===== src/rtl/qdiv_pkg.sv =====
package qdiv_pkg;
  localparam int WORD_W_DEF = 32;
  localparam int FRAC_W_DEF = 15;

  typedef enum logic {
    ST_IDLE = 1'b0,
    ST_RUN  = 1'b1
  } qdiv_state_e;
endpackage


===== src/rtl/qdiv_unpack.sv =====
module qdiv_unpack #(
  parameter int WORD_W = 32
) (
  input  logic [WORD_W-1:0] word_i,
  output logic              sign_o,
  output logic [WORD_W-2:0] mag_o,
  output logic              zero_o
);
  assign sign_o = word_i[WORD_W-1];
  assign mag_o  = word_i[WORD_W-2:0];
  assign zero_o = (word_i[WORD_W-2:0] == '0);
endmodule


===== src/rtl/qdiv_step.sv =====
module qdiv_step #(
  parameter int MAG_W = 31,
  parameter int DVD_W = 46
) (
  input  logic [MAG_W:0]   rem_i,
  input  logic [DVD_W-1:0] quo_i,
  input  logic [MAG_W-1:0] dvs_i,
  output logic [MAG_W:0]   rem_o,
  output logic [DVD_W-1:0] quo_o
);
  localparam int TW = MAG_W + 2;

  logic [TW-1:0]  shifted;
  logic [TW-1:0]  trial;
  logic [MAG_W:0] restored;
  logic           neg;

  // shift left, then trial subtract with a guard sign bit
  assign shifted  = {rem_i, quo_i[DVD_W-1]};
  assign trial    = shifted - {2'b00, dvs_i};
  assign neg      = trial[TW-1];
  assign restored = trial[MAG_W:0] + {1'b0, dvs_i};

  assign rem_o = neg ? restored : trial[MAG_W:0];
  assign quo_o = {quo_i[DVD_W-2:0], ~neg};
endmodule


===== src/rtl/qdiv_pack.sv =====
module qdiv_pack #(
  parameter int MAG_W = 31,
  parameter int DVD_W = 46
) (
  input  logic [DVD_W-1:0] quo_raw_i,
  input  logic             sign_i,
  input  logic             dvs_zero_i,
  output logic [MAG_W:0]   word_o,
  output logic             ovf_o
);
  logic             too_big;
  logic [MAG_W-1:0] mag;

  assign too_big = |quo_raw_i[DVD_W-1:MAG_W];
  assign ovf_o   = dvs_zero_i | too_big;
  assign mag     = ovf_o ? '1 : quo_raw_i[MAG_W-1:0];
  assign word_o  = {sign_i & (mag != '0), mag};

  always_comb begin
    a_r5_sat_mag: assert (!too_big || (&word_o[MAG_W-1:0]));
    a_r2_zero_pos: assert ((word_o[MAG_W-1:0] != '0) || !word_o[MAG_W]);
  end
endmodule


===== src/rtl/qdiv_top.sv =====
module qdiv_top
  import qdiv_pkg::*;
#(
  parameter int WORD_W = WORD_W_DEF,
  parameter int FRAC_W = FRAC_W_DEF
) (
  input  logic              clk_i,
  input  logic              rst_ni,
  input  logic              start_i,
  input  logic [WORD_W-1:0] dividend_i,
  input  logic [WORD_W-1:0] divisor_i,
  output logic              busy_o,
  output logic              complete_o,
  output logic              overflow_o,
  output logic [WORD_W-1:0] quotient_o
);
  localparam int MAG_W = WORD_W - 1;
  localparam int DVD_W = MAG_W + FRAC_W;
  localparam int ITER  = DVD_W;
  localparam int CNT_W = $clog2(ITER + 1);
  localparam logic [CNT_W-1:0] LAST = CNT_W'(ITER - 1);

  qdiv_state_e      state_q;
  logic [CNT_W-1:0] cnt_q;
  logic [MAG_W:0]   rem_q;
  logic [DVD_W-1:0] quo_q;
  logic [MAG_W-1:0] dvs_q;
  logic             sign_q;

  logic             a_sign, b_sign, a_zero, b_zero;
  logic [MAG_W-1:0] a_mag, b_mag;
  logic [MAG_W:0]   rem_nx;
  logic [DVD_W-1:0] quo_nx;
  logic             pk_sign, pk_zero;
  logic [MAG_W:0]   pk_word;
  logic             pk_ovf;
  logic             accept;

  qdiv_unpack #(.WORD_W(WORD_W)) u_unpack_a (
    .word_i(dividend_i), .sign_o(a_sign), .mag_o(a_mag), .zero_o(a_zero)
  );
  qdiv_unpack #(.WORD_W(WORD_W)) u_unpack_b (
    .word_i(divisor_i), .sign_o(b_sign), .mag_o(b_mag), .zero_o(b_zero)
  );

  qdiv_step #(.MAG_W(MAG_W), .DVD_W(DVD_W)) u_step (
    .rem_i(rem_q), .quo_i(quo_q), .dvs_i(dvs_q), .rem_o(rem_nx), .quo_o(quo_nx)
  );

  assign accept  = (state_q == ST_IDLE) && start_i;
  assign pk_sign = (state_q == ST_IDLE) ? (a_sign ^ b_sign) : sign_q;
  assign pk_zero = (state_q == ST_IDLE);

  qdiv_pack #(.MAG_W(MAG_W), .DVD_W(DVD_W)) u_pack (
    .quo_raw_i(quo_nx), .sign_i(pk_sign), .dvs_zero_i(pk_zero),
    .word_o(pk_word), .ovf_o(pk_ovf)
  );

  assign busy_o = (state_q == ST_RUN);

  always_ff @(posedge clk_i or negedge rst_ni) begin
    if (!rst_ni) begin
      state_q    <= ST_IDLE;
      cnt_q      <= '0;
      rem_q      <= '0;
      quo_q      <= '0;
      dvs_q      <= '0;
      sign_q     <= 1'b0;
      complete_o <= 1'b0;
      overflow_o <= 1'b0;
      quotient_o <= '0;
    end else begin
      complete_o <= 1'b0;
      unique case (state_q)
        ST_IDLE: begin
          if (accept) begin
            if (b_zero) begin
              complete_o <= 1'b1;
              overflow_o <= pk_ovf;
              quotient_o <= pk_word;
            end else begin
              state_q <= ST_RUN;
              cnt_q   <= '0;
              rem_q   <= '0;
              quo_q   <= {a_mag, {FRAC_W{1'b0}}};
              dvs_q   <= b_mag;
              sign_q  <= a_sign ^ b_sign;
            end
          end
        end
        ST_RUN: begin
          rem_q <= rem_nx;
          quo_q <= quo_nx;
          cnt_q <= cnt_q + 1'b1;
          if (cnt_q == LAST) begin
            state_q    <= ST_IDLE;
            complete_o <= 1'b1;
            overflow_o <= pk_ovf;
            quotient_o <= pk_word;
          end
        end
        default: state_q <= ST_IDLE;
      endcase
    end
  end

  // partial remainder stays below divisor during the loop
  a_r1_rem_below_divisor: assert property (@(posedge clk_i) disable iff (!rst_ni)
    busy_o |-> (rem_q < {1'b0, dvs_q}));
  a_r3_iter_bound: assert property (@(posedge clk_i) disable iff (!rst_ni)
    busy_o |-> (cnt_q <= LAST));
  a_r3_complete_pulse: assert property (@(posedge clk_i) disable iff (!rst_ni)
    complete_o |=> !complete_o);
  a_r3_busy_excl: assert property (@(posedge clk_i) disable iff (!rst_ni)
    !(busy_o && complete_o));
  a_r4_zero_div: assert property (@(posedge clk_i) disable iff (!rst_ni)
    (accept && b_zero) |=> (complete_o && overflow_o && !busy_o));
  a_r5_ovf_sat: assert property (@(posedge clk_i) disable iff (!rst_ni)
    (complete_o && overflow_o) |-> (&quotient_o[MAG_W-1:0]));
  a_r6_no_restart: assert property (@(posedge clk_i) disable iff (!rst_ni)
    (busy_o && start_i && cnt_q != LAST) |=> busy_o);
  a_r7_hold: assert property (@(posedge clk_i) disable iff (!rst_ni)
    !complete_o |-> ($stable(quotient_o) && $stable(overflow_o)));
endmodule


===== config.mk =====
export PLATFORM = sky130hd
export DESIGN_NAME = qdiv_top
export DESIGN_NICKNAME = d
export VERILOG_FILES = /design/src/rtl/qdiv_pkg.sv /design/src/rtl/qdiv_unpack.sv /design/src/rtl/qdiv_step.sv /design/src/rtl/qdiv_pack.sv /design/src/rtl/qdiv_top.sv
export SDC_FILE = /design/constraint.sdc
export NUM_CORES = 1
export LEC_CHECK = 0
export BUFFER_PORTS_ARGS = -buffer_cell sky130_fd_sc_hd__buf_2
export CORE_MARGIN = 4
export CORE_UTILIZATION = 65
export DETAILED_ROUTE_END_ITERATION = 8
export PLACE_DENSITY = 0.87
export SETUP_SLACK_MARGIN = 0.5
export SLEW_MARGIN = 20
export SYNTH_ARGS = -nofsm -noshare
export SYNTH_HDL_FRONTEND = slang
export SYNTH_SLANG_ARGS = --single-unit

===== constraint.sdc =====
create_clock -name clk_i -period 9.3 [get_ports clk_i]
set_input_delay 1.86 -clock clk_i [delete_from_list [all_inputs] [get_ports clk_i]]
set_output_delay 1.86 -clock clk_i [all_outputs]
set_load 0.005 [all_outputs]

-- Word-level counts from Yosys, hierarchy flattened
Cells that the tools add are included.
- equality and inequality tests: 5
- reductions and logical operators: 7
- bitwise gates (word level): 6
- muxes and demuxes: 28
- $add $sub $neg: 3
- shift operators: 0
- divide/modulo/power cells: 0
- $mul: 0
- magnitude comparators: 0
- operator list (kind ; number):
    $mux W32 ; 6
    $pmux W32 S2 ; 2
    $mux W46 ; 2
    $pmux W46 S2 ; 1
    $sub A33 B31 Y33 ; 1
    $add A32 B31 Y32 ; 1
    $logic_not A31 Y1 ; 1
    $mux W31 ; 1
    $reduce_bool A31 Y1 ; 1
    $reduce_or A15 Y1 ; 1
    $mux W6 ; 2
    $pmux W6 S2 ; 1
    $mux W1 ; 10
    $add A6 B1 Y6 const B ; 1
    $eq A6 B6 Y1 const B ; 1
    $ne A2 B2 Y1 const B ; 3
    $pmux W1 S2 ; 3
    $reduce_and A3 Y1 ; 2
    $not A1 Y1 ; 3
    $ne A2 B1 Y1 const B ; 1
    $reduce_and A2 Y1 ; 1
    $and A1 B1 Y1 ; 1
    $logic_and A1 B1 Y1 ; 1
    $or A1 B1 Y1 ; 1
    $xor A1 B1 Y1 ; 1
- bits of input ports: 67
- memory bits (read-only): 0
- word-level logic and storage cells: 58
- memories kept: 0
- latch bits: 0
- output and inout bits: 35
- flip-flop bits (word level): 151
- memory bits (writable): 0

-- Longest topological paths before layout
- depth after elaboration: 8
- depth in mapped cells: 22
- mapped depth without buffers: 22

-- By module
Synthesis repeated with hierarchy kept, for this count alone.
- cell total of the unflattened synthesis: 1149
- area, all modules: 10929.2 um^2
- modules (own cells, without submodules) (module ; area an instance (um^2) ; instances ; sequential area each (um^2) ; cells each):
    qdiv_top ; 6005.8 ; 1 ; 3778.6 ; 447
    qdiv_step ; 3991.3 ; 1 ; 0.0 ; 566
    qdiv_unpack ; 311.5 ; 2 ; 0.0 ; 43
    qdiv_pack ; 309.0 ; 1 ; 0.0 ; 50

-- Worst setup path before layout
OpenSTA, ideal clock, no wires.
- path kind: register to register
- start: register dvs_q[1]
- end: register rem_q[28]
- library setup time: 0.130 ns
- period minus slack after synthesis: 4.461 ns
- arrival: 4.331 ns
- path slack: 4.839 ns
- path buffers: 0
- stages on the path, launching flop included: 21
- data required time: 9.170 ns
- cell sequence: dfrtp_1 -> inv_1 -> ha_1 -> nor2b_1 -> o31a_1 -> or3_1 -> a21oi_1 -> o21ai_0 -> o41ai_1 -> xnor2_1 -> ha_1 -> a211oi_1 -> o21ai_0 -> a221oi_1 -> o31ai_1 -> a31oi_1 -> o21ai_0 -> a21o_1 -> a221oi_1 -> xor2_1 -> o21ai_0
- cells in the longest elaborated chain, start to end: 4
- RTL lines (element ; line ; text):
    start: declaration ; qdiv_top.sv:27 ; logic [MAG_W-1:0] dvs_q;
    start signal: assignment ; qdiv_top.sv:86 ; dvs_q <= b_mag;
    $sub A33 B31 Y33 ; qdiv_step.sv:20 ; assign trial = shifted - {2'b00, dvs_i};
    $add A32 B31 Y32 ; qdiv_step.sv:22 ; assign restored = trial[MAG_W:0] + {1'b0, dvs_i};
    $mux W32 (*) ; qdiv_step.sv:24 ; assign rem_o = neg ? restored : trial[MAG_W:0];
    $pmux W32 S2 (*) ; qdiv_top.sv:74 ; unique case (state_q)
    end signal: assignment ; qdiv_top.sv:92 ; rem_q <= rem_nx;
    end: declaration ; qdiv_top.sv:25 ; logic [MAG_W:0] rem_q;
Mark *: on every way between the ends. The rest lies on a longest branch, timed or not.
A chain may end at the register's enable or synchronous reset.

-- Worst setup path in the final report
- start: register dvs_q[1]
- end: register rem_q[30]
The elaborated chain is that of the path after synthesis.

==> flow_summary.json <==
{
  "min_period_over_period_pct": 54.72,
  "synth_fa_ha_area_share_pct": 8.887,
  "dp_cells": 1319,
  "clock_latency_ps": 430,
  "ys_ff_latch": 151,
  "num_rows": 44,
  "finalSetupTns_ps": 0,
  "synth_top_area_cell": "dfrtp_1",
  "cp_num_buf_inv": 1,
  "grt_pass1_vias": 8082,
  "skew_ps": 8.315,
  "synth_top_family_by_area": "compound AO/OA/AOI/OAI gates",
  "ys_warn_count": 0,
  "wl_per_cell_um": 17.66,
  "synth_edf_count": 0,
  "critPathMaxStageDelay_ps": 410,
  "ant_nets": 0,
  "clockBufferDepth": 2,
  "io_buffers": 101,
  "start_util_pct": 66.32,
  "area_growth_pct": 12.64,
  "drt-total-wl_um": 23890,
  "worstMarginPinSlew_ps": 1018,
  "layout_min_cycle_time_ps": 5089,
  "synth_xor_area_share_pct": 5.616,
  "slew_viol_final": 0,
  "dr.pass1.iters": 8,
  "endpoint_kind": "flip-flop",
  "crit_chain": "inv_1 > ha_1 > nor2b_1 > o31a_1 > or3_1 > a21oi_1 > o21ai_0 > o41ai_1 > xnor2_1 > ha_1 > a211oi_1 > o21ai_0 > a221oi_1 > o31ai_1 > a31oi_1 > o21bai_1 > a221oi_1 > xor2_1 > o2bb2ai_1 > a31o_1",
  "path_max_fanout": 5,
  "antenna_found_initial": 0,
  "syn_inst": 1073,
  "tritoncts": "done",
  "worstPathRequired_ps": 9610,
  "core_um2": 14480,
  "die_area_um2": 16780,
  "yosysTopAreaCellShare_pct": 39.35,
  "hold_violations": 0,
  "ctsHoldBuffers": 0,
  "ys.flop_type": "dfrtp_1",
  "crit_path_start_kind": "flip-flop",
  "first_iter_violations": 718,
  "rsz0062_at_grt": "false",
  "layout-drive-gt1-share_pct": 17.02,
  "nets": 1290,
  "fin_hold_ws_ps": 486.0,
  "hold_path.class": "reg -> reg",
  "status": "complete, no violations",
  "grt_pass1_wl_um": 38980,
  "cts_root_buffer": "clkbuf_16",
  "drt-vias-per-instance": 6.177,
  "clkSlewWorstSetupHoldPaths_ps": 60,
  "syn_area_um2": 9602,
  "numCtsBuffers": 17,
  "route.detailed.drc": 0,
  "critPathTopFamily": "compound AO/OA/AOI/OAI gates",
  "async_flop_share_pct": 100.0,
  "syn_area_per_cell_um2": 8.948,
  "p_leak_nw": 5.222,
  "power.density_nw_per_um2": 413.1,
  "yosysSeqAreaShare_pct": 39.35,
  "peakVddDrop_mv": 0.2768,
  "die_width_um": 129.5,
  "dp_hpwl_um": 16360,
  "cap_violations": 0,
  "fin_cells": 1353,
  "syn-num-nets": 1207,
  "yosys.area_share.simple_pct": 16.64,
  "grt_max_degree": 121,
  "io_pins": 102,
  "cp.arrival_ps": 5400,
  "fmax_mhz": 196.5,
  "htree_levels": 4,
  "num_antenna_cells": 0,
  "grt_usage_pct": 29.09,
  "reg2reg_depth": 20,
  "crit_type": "reg -> reg",
  "muxShareOfSynthArea_pct": 7.154,
  "cts_setup_buffers": 0,
  "hold_path_depth": 2,
  "cts-resized-gates": 0,
  "synth-compound-area-share_pct": 18.02,
  "gp_congestion": 0.9169,
  "slowest_stage": "dfrtp_1",
  "utilization_pct": 74.70,
  "critical_path_cell_count": 20,
  "dr_total_vias": 8357,
  "gr-total-overflow": 0,
  "slew_headroom_pct": 32.04,
  "synth.area.top_cells": "dfrtp_1 39%, ha_1 8.5%, nand2_1 4.9%",
  "setup-violations-final": 0,
  "cts.sinks": 151,
  "die_y_um": 129.5,
  "ys_types": 66
}
## synth_stat cells (24+ instances only)
library cell,count
a21o_1,24
a21oi_1,61
clkbuf_1,35
dfrtp_1,151
ha_1,65
inv_1,53
mux2_2,29
mux2i_1,36
nand2_1,125
nor2_1,105
nor3_1,50
o21ai_0,81
xnor2_1,38
## final cells by class
cell class,instances,area (um2)
multi-input combinational,823,5454
sequential,151,3782
fill,1019,3664
timing repair buffer,110,623.1
clock buffer,22,454.2
tap,184,230.2
inverter,53,198.9
clock inverter,10,72.57
## stage by stage
step	area (um2)	setup slack [ps]	power [mW]
detailed placement	10230	4305	3.754
global placement	10230	4453	3.658
finish	10820	4211	4.468
global route	10820	3775	4.814
CTS	10760	4241	4.414
floorplan	9602	4839	3.222
## worst paths after layout
kind                                       from               endpoint  slack, ps
setup / recovery           dvs_q[1]$_DFFE_PN0P_  rem_q[30]$_DFFE_PN0P_       4210
hold / removal               sign_q$_DFFE_PN0P_     sign_q$_DFFE_PN0P_        490
setup reg to reg           dvs_q[1]$_DFFE_PN0P_  rem_q[30]$_DFFE_PN0P_       4210
hold reg to reg              sign_q$_DFFE_PN0P_     sign_q$_DFFE_PN0P_        490
max in group asynchronous                rst_ni       busy_o$_DFF_PN0_       6610
min in group asynchronous                rst_ni  dvs_q[23]$_DFFE_PN0P_       1450
## worst register-to-register path, cell delays in order (launching register included)
cell and delay [ps]:
dfrtp_1 410, inv_1 100, ha_1 270, nor2b_1 130
o31a_1 290, or3_1 320, a21oi_1 250, o21ai_0 180
o41ai_1 320, xnor2_1 200, ha_1 330, a211oi_1 220
o21ai_0 120, a221oi_1 330, o31ai_1 230, a31oi_1 290
o21bai_1 140, a221oi_1 340, xor2_1 200, o2bb2ai_1 90
a31o_1 200
## kinds of logic (layout without fill, tap and decap cells)
family	after synthesis	in the layout
and+or+nand+nor	359	359
AOI/OAI and AO/OA	272	272
DFF	151	151
buffers and inverters	99	195
adders and majority gates	67	67
muxes	65	65
xor gates and xnor gates	60	60
## placed cells by master, fill, tap and decap left out, types with 12 or more instances in the layout
cell	count
inv_1	53
clkbuf_16	17
mux2_2	29
xor2_1	20
a21oi_1	60
buf_2	100
mux2i_1	36
nand3_1	19
nand2_1	125
nand4_1	12
o21ai_1	16
xnor2_1	38
nor3_1	50
o21ai_0	81
a21o_1	24
nor2_1	105
dfrtp_1	150
nor4_1	19
ha_1	65
## registers in the layout, summed over array words and instances (netlist names)
register	count
rem_q	32
cnt_q	6
sign_q	1
busy_o	1
quotient_o	32
dvs_q	31
overflow_o	1
complete_o	1
quo_q	46
## layer usage
layer,GRT usage [%],wire (um)
met1,38.26,10260
met4,12.29,925
met5,0,0
met3,5.647,1374
met2,47.41,11330
## power breakdown
part           switching (mW)  internal, mW
combinational            1.63          1.18
clock                   0.276         0.349
sequential              0.172         0.867
No activity file was read; power rests on OpenSTA's default activity.
